==> src/rtl/hitdev_pkg.sv <==
package hitdev_pkg;

    localparam int KINDS   = 3;
    localparam int WINDOWS = 2;
    localparam int TESTS   = KINDS * WINDOWS;
    localparam int IDX_W   = $clog2(TESTS);
    localparam int HDR_FIX = 16;

    localparam int MEM_TRIG_BASE = 2048;
    localparam int IO_TRIG_BASE  = 128;

    localparam logic [7:0] BYTE_MATCH = 8'hFA;
    localparam logic [7:0] BYTE_NONE  = 8'hCE;

    typedef enum logic [1:0] {
        KIND_PLAIN = 2'd0,
        KIND_ANY   = 2'd1,
        KIND_MATCH = 2'd2
    } kind_e;

    localparam logic [8*5-1:0]  PFX_MEM = "mmio-";
    localparam logic [8*7-1:0]  PFX_IO  = "portio-";
    localparam logic [8*10-1:0] SFX_K0  = "no-eventfd";
    localparam logic [8*16-1:0] SFX_K1  = "wildcard-eventfd";
    localparam logic [8*17-1:0] SFX_K2  = "datamatch-eventfd";

    typedef struct packed {
        logic             act_valid;
        logic [IDX_W-1:0] act_idx;
        logic             mem_rvalid;
        logic             io_rvalid;
        logic [7:0]       mem_rdata;
        logic [7:0]       io_rdata;
    } state_t;

    function automatic kind_e kind_of(input logic [IDX_W-1:0] t);
        return kind_e'(2'(int'(t) % KINDS));
    endfunction

    function automatic bit is_io(input logic [IDX_W-1:0] t);
        return int'(t) >= KINDS;
    endfunction

    function automatic logic [15:0] trig_of(input logic [IDX_W-1:0] t);
        return is_io(t) ? 16'(IO_TRIG_BASE + int'(t)) : 16'(MEM_TRIG_BASE + int'(t));
    endfunction

    function automatic int pfx_len(input logic [IDX_W-1:0] t);
        return is_io(t) ? 7 : 5;
    endfunction

    function automatic int sfx_len(input logic [IDX_W-1:0] t);
        case (kind_of(t))
            KIND_PLAIN: return 10;
            KIND_ANY:   return 16;
            default:    return 17;
        endcase
    endfunction

    function automatic int hdr_len(input logic [IDX_W-1:0] t);
        return HDR_FIX + pfx_len(t) + sfx_len(t) + 1;
    endfunction

    // Character at position pos of the test's name; 0 past its end.
    function automatic logic [7:0] name_char(input logic [IDX_W-1:0] t, input int pos);
        int pl;
        int sl;
        int j;
        pl = pfx_len(t);
        sl = sfx_len(t);
        if (pos < 0) return 8'h00;
        if (pos < pl) begin
            if (is_io(t)) return PFX_IO[8*(pl-1-pos) +: 8];
            return PFX_MEM[8*(pl-1-pos) +: 8];
        end
        j = pos - pl;
        if (j >= sl) return 8'h00;
        case (kind_of(t))
            KIND_PLAIN: return SFX_K0[8*(sl-1-j) +: 8];
            KIND_ANY:   return SFX_K1[8*(sl-1-j) +: 8];
            default:    return SFX_K2[8*(sl-1-j) +: 8];
        endcase
    endfunction

endpackage

==> src/rtl/hitdev_dec.sv <==
module hitdev_dec
    import hitdev_pkg::*;
#(
    parameter int AW  = 12,
    parameter int WIN = 0
) (
    input  logic             acc,
    input  logic             we,
    input  logic [AW-1:0]    addr,
    input  logic [7:0]       wdata,
    input  logic [1:0]       size,
    input  logic             act_valid,
    input  logic [IDX_W-1:0] act_idx,
    output logic             sel,
    output logic             sel_ok,
    output logic [IDX_W-1:0] sel_idx,
    output logic             hit
);
    localparam logic [IDX_W-1:0] BASE_IDX = IDX_W'(WIN * KINDS);

    logic wr;
    logic at_zero;
    logic at_trig;
    logic data_ok;

    always_comb begin
        wr      = acc && we;
        at_zero = (addr == '0);
        at_trig = (32'(addr) == 32'(trig_of(act_idx)));
        data_ok = (kind_of(act_idx) != KIND_MATCH) ||
                  ((wdata == BYTE_MATCH) && (size == 2'd0));
        sel     = wr && at_zero;
        sel_ok  = (int'(wdata) < KINDS);
        sel_idx = BASE_IDX + IDX_W'(wdata[1:0]);
        hit     = wr && !at_zero && act_valid && at_trig && data_ok;
    end
endmodule

==> src/rtl/hitdev_cnt.sv <==
module hitdev_cnt
    import hitdev_pkg::*;
#(
    parameter int CNT_W = 32
) (
    input  logic             clk,
    input  logic             rst_n,
    input  logic             clr,
    input  logic [IDX_W-1:0] clr_idx,
    input  logic             inc,
    input  logic [IDX_W-1:0] inc_idx,
    input  logic [IDX_W-1:0] rd_idx,
    output logic [CNT_W-1:0] rd_count
);
    logic [CNT_W-1:0] cnt_d [TESTS];
    logic [CNT_W-1:0] cnt_q [TESTS];

    for (genvar g = 0; g < TESTS; g++) begin : g_slot
        always_comb begin
            cnt_d[g] = cnt_q[g];
            if (clr && (clr_idx == IDX_W'(g))) begin
                cnt_d[g] = '0;
            end else if (inc && (inc_idx == IDX_W'(g))) begin
                cnt_d[g] = cnt_q[g] + CNT_W'(1);
            end
        end
    end

    always_ff @(posedge clk) begin
        for (int i = 0; i < TESTS; i++) begin
            if (!rst_n) cnt_q[i] <= '0;
            else        cnt_q[i] <= cnt_d[i];
        end
    end

    always_comb begin
        rd_count = '0;
        for (int i = 0; i < TESTS; i++) begin
            if (rd_idx == IDX_W'(i)) rd_count = cnt_q[i];
        end
    end
endmodule

==> src/rtl/hitdev_hdr.sv <==
module hitdev_hdr
    import hitdev_pkg::*;
#(
    parameter int CNT_W = 32,
    parameter int AW    = 12
) (
    input  logic             act_valid,
    input  logic [IDX_W-1:0] act_idx,
    input  logic [CNT_W-1:0] count,
    input  logic [AW-1:0]    addr,
    input  logic [1:0]       size,
    output logic [7:0]       rbyte
);
    logic [31:0] cnt32;
    logic [15:0] trig;
    logic        in_range;
    int          end_pos;

    always_comb begin
        cnt32    = 32'(count);
        trig     = trig_of(act_idx);
        end_pos  = int'(addr) + (1 << size);
        in_range = act_valid && (end_pos < hdr_len(act_idx));
        rbyte    = 8'h00;
        if (in_range) begin
            case (int'(addr))
                0:  rbyte = 8'(act_idx);
                1:  rbyte = 8'd1;
                4:  rbyte = trig[7:0];
                5:  rbyte = trig[15:8];
                8:  rbyte = (kind_of(act_idx) == KIND_MATCH) ? BYTE_MATCH : BYTE_NONE;
                12: rbyte = cnt32[7:0];
                13: rbyte = cnt32[15:8];
                14: rbyte = cnt32[23:16];
                15: rbyte = cnt32[31:24];
                default: begin
                    if (int'(addr) >= HDR_FIX) rbyte = name_char(act_idx, int'(addr) - HDR_FIX);
                end
            endcase
        end
    end
endmodule

==> src/rtl/hitdev_top.sv <==
module hitdev_top
    import hitdev_pkg::*;
#(
    parameter int MEM_AW = 12,
    parameter int IO_AW  = 8,
    parameter int CNT_W  = 32
) (
    input  logic              clk,
    input  logic              rst_n,
    input  logic              mem_valid,
    output logic              mem_ready,
    input  logic [MEM_AW-1:0] mem_addr,
    input  logic              mem_we,
    input  logic [7:0]        mem_wdata,
    input  logic [1:0]        mem_size,
    output logic              mem_rvalid,
    output logic [7:0]        mem_rdata,
    input  logic              io_valid,
    output logic              io_ready,
    input  logic [IO_AW-1:0]  io_addr,
    input  logic              io_we,
    input  logic [7:0]        io_wdata,
    input  logic [1:0]        io_size,
    output logic              io_rvalid,
    output logic [7:0]        io_rdata
);
    localparam int HAW = (MEM_AW > IO_AW) ? MEM_AW : IO_AW;

    state_t st_d, st_q;

    logic             mem_acc, io_acc;
    logic             m_sel, m_ok, m_hit, i_sel, i_ok, i_hit;
    logic [IDX_W-1:0] m_idx, i_idx;
    logic             sel_any, sel_take;
    logic [IDX_W-1:0] sel_pick;
    logic [HAW-1:0]   rd_addr;
    logic [1:0]       rd_size;
    logic [CNT_W-1:0] cur_count;
    logic [7:0]       hdr_byte;

    assign mem_ready = 1'b1;
    assign io_ready  = !mem_valid;
    assign mem_acc   = mem_valid;
    assign io_acc    = io_valid && !mem_valid;

    hitdev_dec #(.AW(MEM_AW), .WIN(0)) u_dec_mem (
        .acc(mem_acc), .we(mem_we), .addr(mem_addr), .wdata(mem_wdata), .size(mem_size),
        .act_valid(st_q.act_valid), .act_idx(st_q.act_idx),
        .sel(m_sel), .sel_ok(m_ok), .sel_idx(m_idx), .hit(m_hit)
    );

    hitdev_dec #(.AW(IO_AW), .WIN(1)) u_dec_io (
        .acc(io_acc), .we(io_we), .addr(io_addr), .wdata(io_wdata), .size(io_size),
        .act_valid(st_q.act_valid), .act_idx(st_q.act_idx),
        .sel(i_sel), .sel_ok(i_ok), .sel_idx(i_idx), .hit(i_hit)
    );

    assign sel_any  = m_sel || i_sel;
    assign sel_take = m_sel ? m_ok : (i_sel && i_ok);
    assign sel_pick = m_sel ? m_idx : i_idx;

    hitdev_cnt #(.CNT_W(CNT_W)) u_cnt (
        .clk(clk), .rst_n(rst_n),
        .clr(sel_take), .clr_idx(sel_pick),
        .inc(m_hit || i_hit), .inc_idx(st_q.act_idx),
        .rd_idx(st_q.act_idx), .rd_count(cur_count)
    );

    assign rd_addr = mem_acc ? HAW'(mem_addr) : HAW'(io_addr);
    assign rd_size = mem_acc ? mem_size : io_size;

    hitdev_hdr #(.CNT_W(CNT_W), .AW(HAW)) u_hdr (
        .act_valid(st_q.act_valid), .act_idx(st_q.act_idx), .count(cur_count),
        .addr(rd_addr), .size(rd_size), .rbyte(hdr_byte)
    );

    always_comb begin
        st_d            = st_q;
        st_d.mem_rvalid = mem_acc && !mem_we;
        st_d.io_rvalid  = io_acc && !io_we;
        st_d.mem_rdata  = (mem_acc && !mem_we) ? hdr_byte : 8'h00;
        st_d.io_rdata   = (io_acc && !io_we) ? hdr_byte : 8'h00;
        if (sel_any) begin
            st_d.act_valid = sel_take;
            st_d.act_idx   = sel_take ? sel_pick : '0;
        end
    end

    always_ff @(posedge clk) begin
        if (!rst_n) st_q <= '0;
        else        st_q <= st_d;
    end

    assign mem_rvalid = st_q.mem_rvalid;
    assign mem_rdata  = st_q.mem_rdata;
    assign io_rvalid  = st_q.io_rvalid;
    assign io_rdata   = st_q.io_rdata;
endmodule

==> config.mk <==
export PLATFORM = sky130hd
export DESIGN_NAME = hitdev_top
export DESIGN_NICKNAME = d
export VERILOG_FILES = /design/src/rtl/hitdev_pkg.sv /design/src/rtl/hitdev_dec.sv /design/src/rtl/hitdev_cnt.sv /design/src/rtl/hitdev_hdr.sv /design/src/rtl/hitdev_top.sv
export SDC_FILE = /design/constraint.sdc
export NUM_CORES = 1
export LEC_CHECK = 0
export CAP_MARGIN = 20
export CORE_MARGIN = 2
export CORE_UTILIZATION = 40
export DETAILED_ROUTE_END_ITERATION = 8
export REMOVE_ABC_BUFFERS = 1
export SLEW_MARGIN = 20
export SYNTH_ARGS = -nofsm -noshare
export SYNTH_HDL_FRONTEND = slang
export SYNTH_SLANG_ARGS = --single-unit
==> constraint.sdc <==
create_clock -name clk -period 10.77 [get_ports clk]
set_input_delay 2.6925 -clock clk [delete_from_list [all_inputs] [get_ports clk]]
set_output_delay 2.6925 -clock clk [all_outputs]
set_load 0.01 [all_outputs]
* Word-level counts from Yosys, hierarchy flattened
Memories as Yosys holds them, arrays and structs flattened.
Cells that the tools add are included.
** Operators by class
- Add/subtract/negate cells :: 19
- Multipliers :: 0
- Divide/modulo/power cells :: 1
- $lt $le $gt $ge :: 8
- Equal/unequal tests :: 25
- Shift-type cells :: 6
- Muxes and demuxes :: 71
- Bitwise gates (word level) :: 6
- Reduce and logical (&&, ||, !) cells :: 51
** Operators by type and width (count)
- $mux W32 :: 27
- $add A32 B1 Y32 const B :: 6
- $shiftx A136 B32 Y8 const A :: 1
- $shiftx A128 B32 Y8 const A :: 1
- $mux W8 :: 10
- $shiftx A80 B32 Y8 const A :: 1
- $pmux W8 S9 :: 1
- $eq A12 B4 Y1 const B :: 5
- $sub A29 B2 Y29 const B :: 2
- $shiftx A56 B32 Y8 const A :: 1
- $shiftx A40 B32 Y8 const A :: 1
- $add A13 B32 Y32 :: 1
- $add A32 B2 Y32 const B :: 1
- $add A32 B6 Y32 :: 1
- $ge A32 B32 Y1 :: 1
- $lt A32 B32 Y1 :: 1
- $mod A4 B3 Y32 const B :: 1
- $shl A1 B2 Y32 const A :: 1
- $logic_and A1 B1 Y1 :: 31
- $sub A29 B13 Y29 :: 1
- $sub A29 B29 Y29 :: 1
- $eq A12 B3 Y1 const B :: 2
- $logic_not A12 Y1 :: 2
- $mux W1 :: 24
- other kinds (36) :: 63
** Storage, ports and cells
- Bits in registers :: 22
- Bits in latches :: 0
- RAM bits :: 192
- Memory bits (read-only) :: 0
- Input port bits :: 46
- Output and inout port bits :: 20
- Memories :: 1
** Memory list
- u_cnt.cnt_q :: words 6, width 32, rd ports 6, clocked after Yosys merged registers in 0, wr ports 6, line hitdev_cnt.sv:16 : logic [CNT_W-1:0] cnt_q [TESTS];

* Longest topological paths before layout
- Depth after elaboration :: 23
- Gate-level depth with buffers :: 22
- Depth with buffers taken out :: 20

* Cells and area by module
From an unflattened synthesis, not the netlist that was laid out.
** Unflattened totals
- Cell total of the unflattened synthesis :: 1877
- Area, all modules :: 15135.8 um^2
** By module, submodules not included
- hitdev_cnt :: times used 1, cells an instance 1347, area each 11013.1 um^2, seq. area each 3843.7 um^2
- hitdev_hdr :: times used 1, cells an instance 376, area each 2671.3 um^2, seq. area each 0.0 um^2
- hitdev_top :: times used 1, cells an instance 91, area each 1006.0 um^2, seq. area each 440.4 um^2
- hitdev_dec at u_dec_io :: times used 1, cells an instance 33, area each 224.0 um^2, seq. area each 0.0 um^2
- hitdev_dec at u_dec_mem :: times used 1, cells an instance 30, area each 221.5 um^2, seq. area each 0.0 um^2

* Least setup slack after synthesis
No wires, ideal clock.
- Kind :: input to register
- Start :: input port mem_valid
- End :: register st_q (netlist bit mem_rdata[3])
- Arrival time :: 6653 ps
- Setup slack :: 4049 ps
- Stages :: 17
- Buffers on the path :: 2
- Path through :: buf_4 > clkbuf_1 > nor3_1 > a21o_1 > nor2_1 > inv_1 > fa_1 > inv_1 > fa_1 > inv_1 > xnor2_1 > or4_1 > a21oi_1 > o21ai_0 > a221oi_1 > a211oi_1 > nor2_1
** Between the ends
- Cells in the longest elaborated chain, start to end :: 16
- Elaborated cells on any way between the ends :: 56
- Classes of those cells :: 5 x add/sub; 5 x order compare; 8 x eq/ne; 6 x shift; 28 x mux; 4 x reduce/logical
** Ends and longest elaborated chain
- start, declared :: line hitdev_top.sv:10 : input logic mem_valid,
- branches (longest 16 deep; another with $sub A29 B29 Y29)
- end signal, assigned :: line hitdev_top.sv:91 : else st_q <= st_d;
- end, declared :: line hitdev_top.sv:29 : state_t st_d, st_q;
Parallel ways; which one is timed is not known. The select of a mux whose other input is x is not followed.
A chain may end at the register's enable or synchronous reset.

* Final worst setup path
- Start :: input port mem_valid
- End :: register st_q (netlist bit mem_rdata[0])
Same word-level chain as after synthesis.

==> results.py <==
metrics = {
    "clock_network": {
        "cts_setup_buffers": 0,
        "clockBufferDepth": 3,
        "path_clk_slew_ps": 60,
        "cts_made_buffers": 25,
        "cts_tree": "yes",
        "root_buffer": "clkbuf_16",
        "ctsResizeCount": 0,
        "cts_max_level": 1,
        "postCtsHoldBufs": 0,
        "clk_latency_ps": 540,
        "cts.sink_count": 214,
    },
    "floorplanning": {
        "rows": 67,
        "die_w_um": 188,
        "die_y_um": 188,
        "start_util_pct": 40.5,
        "ios": 66,
        "die-area_sq_um": 35300,
        "core_sq_um": 33400,
    },
    "global_routing": {
        "grt_usage_pct": 22.3,
        "grt_max_degree": 55,
        "antenna_found_initial": 0,
        "grt_pass1_vias": 11244,
        "grt_pass1_wl_um": 63300,
        "grt_overflow_total": 0,
    },
    "timing": {
        "fmax_ghz": 0.136,
        "drv_slew": 0,
        "finalCritPeriodShare_pct": 68.2,
        "setup_viol": 0,
        "max_slew_margin_pct": 23.3,
        "rsz0062_at_grt": "false",
        "fin_skew_ps": 12.4,
        "hold_viol": 0,
        "worst_slack_ps": 3420,
        "tightest_slew_ps": 1140,
        "period_minus_slack_ps": 7350,
        "fin_setup_tns_ps": 0,
    },
    "power_and_ir_drop": {
        "ir_drop_uv": 110,
        "power_density_nw_per_um2": 125,
        "leakage_nw": 5.16,
    },
    "route": {
        "vias_per_cell": 5.68,
        "drt-wirelength-per-cell_um": 18.5,
        "vias": 12397,
        "drc_errors": 0,
        "drt_iter0_drc": 1169,
        "wl_um": 40300,
        "dr.pass1.iters": 6,
        "ant_nets": 0,
    },
    "worst_setup_path": {
        "path_max_fanout": 38,
        "start_kind": "primary input",
        "crit_slowest_cell": "fa_1",
        "end_kind": "flop",
        "worstSetupPathType": "in2reg",
        "path_buf_inv": 4,
        "required_ps": 11190,
        "max_stage_delay_ps": 700,
        "cpMostUsedCell": "nor2_1",
        "critPathArrivalTime_ps": 7760,
        "cp_cell_sequence": "clkdlybuf4s50_1, buf_4, nor2_1, a32o_1, nor2_1, inv_1, fa_1, inv_1, ha_1, a21oi_1, nor2_1, xor2_1, a211oi_1, nor4_1, o31ai_1, a21oi_1, nor2_1",
        "cp_top_family": "compound AO/OA/AOI/OAI gates",
    },
    "status": {
        "status": "complete, no violations",
    },
    "finish": {
        "final_util_pct": 45.9,
        "final_nets": 1803,
        "post_layout_nonfiller_instances": 2184,
        "diodes": 0,
        "final_layout_size_suffix_gt1_share_pct": 6.91,
        "syn_to_final_growth_pct": 13.3,
    },
    "logic_synthesis": {
        "synth-main-ff-cell": "dfxtp_1",
        "synth-edff-count": 0,
        "synth_cells": 1706,
        "async_flop_share_pct": 0,
        "synth-seq-cells": 214,
        "yosysSeqAreaShare_pct": 31.7,
        "yosysWarnings": 0,
        "synth_area_sq_um": 13500,
        "ys_types": 81,
        "avgSynthCellArea_sq_um": 7.92,
    },
    "place": {
        "place_inst": 2140,
        "gp_congestion": 0.913,
        "place_ws_ps": 2950,
        "io_buffers": 64,
        "place_hpwl_um": 29700,
    },
    "job": {
        "cap_viol_max_count": 0,
    },
    "hold_path": {
        "hp-class": "reg2reg",
    },
}
## metrics by stage
stage	total power (W)	area, sq um	hold WS (ps)
after floorplan	0.000939	13100	458
after global placement	0.00101	14400	480
after detailed placement	0.00101	14400	492
after CTS	0.00194	15300	501
after global routing	0.00199	15300	526
final	0.00192	15300	502
## logic make-up (layout without fill, tap and decap cells)
group	Yosys count	in the layout	share of synthesized area (%)
multiplexers	57	57	5.84
buffers and inverters	158	187	5.10
XOR/XNOR	191	191	12.4
AO/OA/AOI/OAI	278	278	13.6
AND/OR/NAND/NOR	768	768	27.7
other	2	3	0.0556
flip-flops	214	214	31.7
adder cells (fa/ha/maj)	38	38	3.69
## worst register-to-register path: stages (launching register included)
cell	delay [ps]
dfxtp_2	690
nand2_1	360
inv_1	170
ha_1	270
or3b_2	160
and2_1	420
clkinv_1	420
ha_1	340
inv_1	80
fa_1	310
inv_1	180
xnor2_1	630
nand2_1	270
and3_1	250
o31ai_1	210
o21ai_0	100
a21oi_1	250
nor2_1	80
## Yosys cell counts, types with 13 or more instances
master | count | share of area (%)
nor4_1 | 19 | 0.88
and3_1 | 34 | 1.6
o21ai_0 | 71 | 2.6
buf_4 | 19 | 1.1
or3_1 | 25 | 1.2
clkbuf_1 | 56 | 1.6
a21oi_1 | 57 | 2.1
ha_1 | 35 | 3.2
nand2_1 | 139 | 3.9
nor3_1 | 40 | 1.5
inv_1 | 58 | 1.6
nand3_1 | 77 | 2.9
mux4_2 | 16 | 2.7
mux2i_1 | 26 | 1.9
xor2_1 | 89 | 5.8
mux2_2 | 15 | 1.3
and2_1 | 14 | 0.65
nor2_1 | 294 | 8.2
o22ai_1 | 20 | 0.93
and4_1 | 15 | 0.97
nor2b_1 | 13 | 0.60
xnor2_1 | 102 | 6.6
dfxtp_1 | 214 | 32
nand4_1 | 51 | 2.4
## final timing paths
check	startpoint	to	slack, ps	depth (start not counted)
max reg2reg	st_q[19]	mem_rdata[2]	5470	17
min reg2reg	u_cnt.cnt_q[0][58]	u_cnt.cnt_q[0][58]	500	2
min	u_cnt.cnt_q[0][58]	u_cnt.cnt_q[0][58]	500	2
max	mem_valid	mem_rdata[0]	3420	17
## per-layer routing
layer  vias to the layer above  track usage, %  share of wire, %
li1                       6037               -                 -
met5                         -               0                 0
met2                       385            35.8                45
met1                      5905            30.6                46
met4                         0            6.00               2.8
met3                        70            4.17               6.4
## flip-flops by register name, indices dropped and copies added, names as in the netlist
register / count
mem_rvalid: 1
u_cnt.cnt_q: 192
io_rdata: 8
io_rvalid: 1
mem_rdata: 8
st_q: 4
## cell usage in the layout (no fill, tap or decap), drive strengths merged, types with 8 or more instances in the layout
master	count
a21o	11
a21oi	57
a22oi	10
a31oi	10
and2	15
and3	34
and4	15
buf	17
clkbuf	29
clkdlybuf4s50	64
clkinv	9
dfxtp	214
ha	35
inv	62
mux2	15
mux2i	26
mux4	16
nand2	139
nand3	77
nand4	53
nor2	294
nor2b	13
nor3	44
nor4	19
o2111ai	11
o21ai	77
o221ai	8
o22a	9
o22ai	20
o31ai	10
or3	25
xnor2	102
xor2	89
## where the power goes
| part | total, W | switching, W | internal, W | leakage, nW |
|---|---|---|---|---|
| logic | 0.000203 | 0.000126 | 0.0000771 | 2.99 |
| registers | 0.000792 | 0.0000000524 | 0.000791 | 1.72 |
| clock network | 0.000926 | 0.000358 | 0.000568 | 0.444 |
| total | 0.00192 | 0.000484 | 0.00144 | 5.16 |
## area by class of cell
cell class	count	area [sq um]
Fill cell	3327	18100
Multi-Input combinational cell	1335	8560
Sequential cell	214	4290
Timing Repair Buffer	81	768
Clock buffer	29	671
Tap cell	448	561
Inverter	62	233
Clock inverter	15	225
No activity file was read; power rests on OpenSTA's default activity.
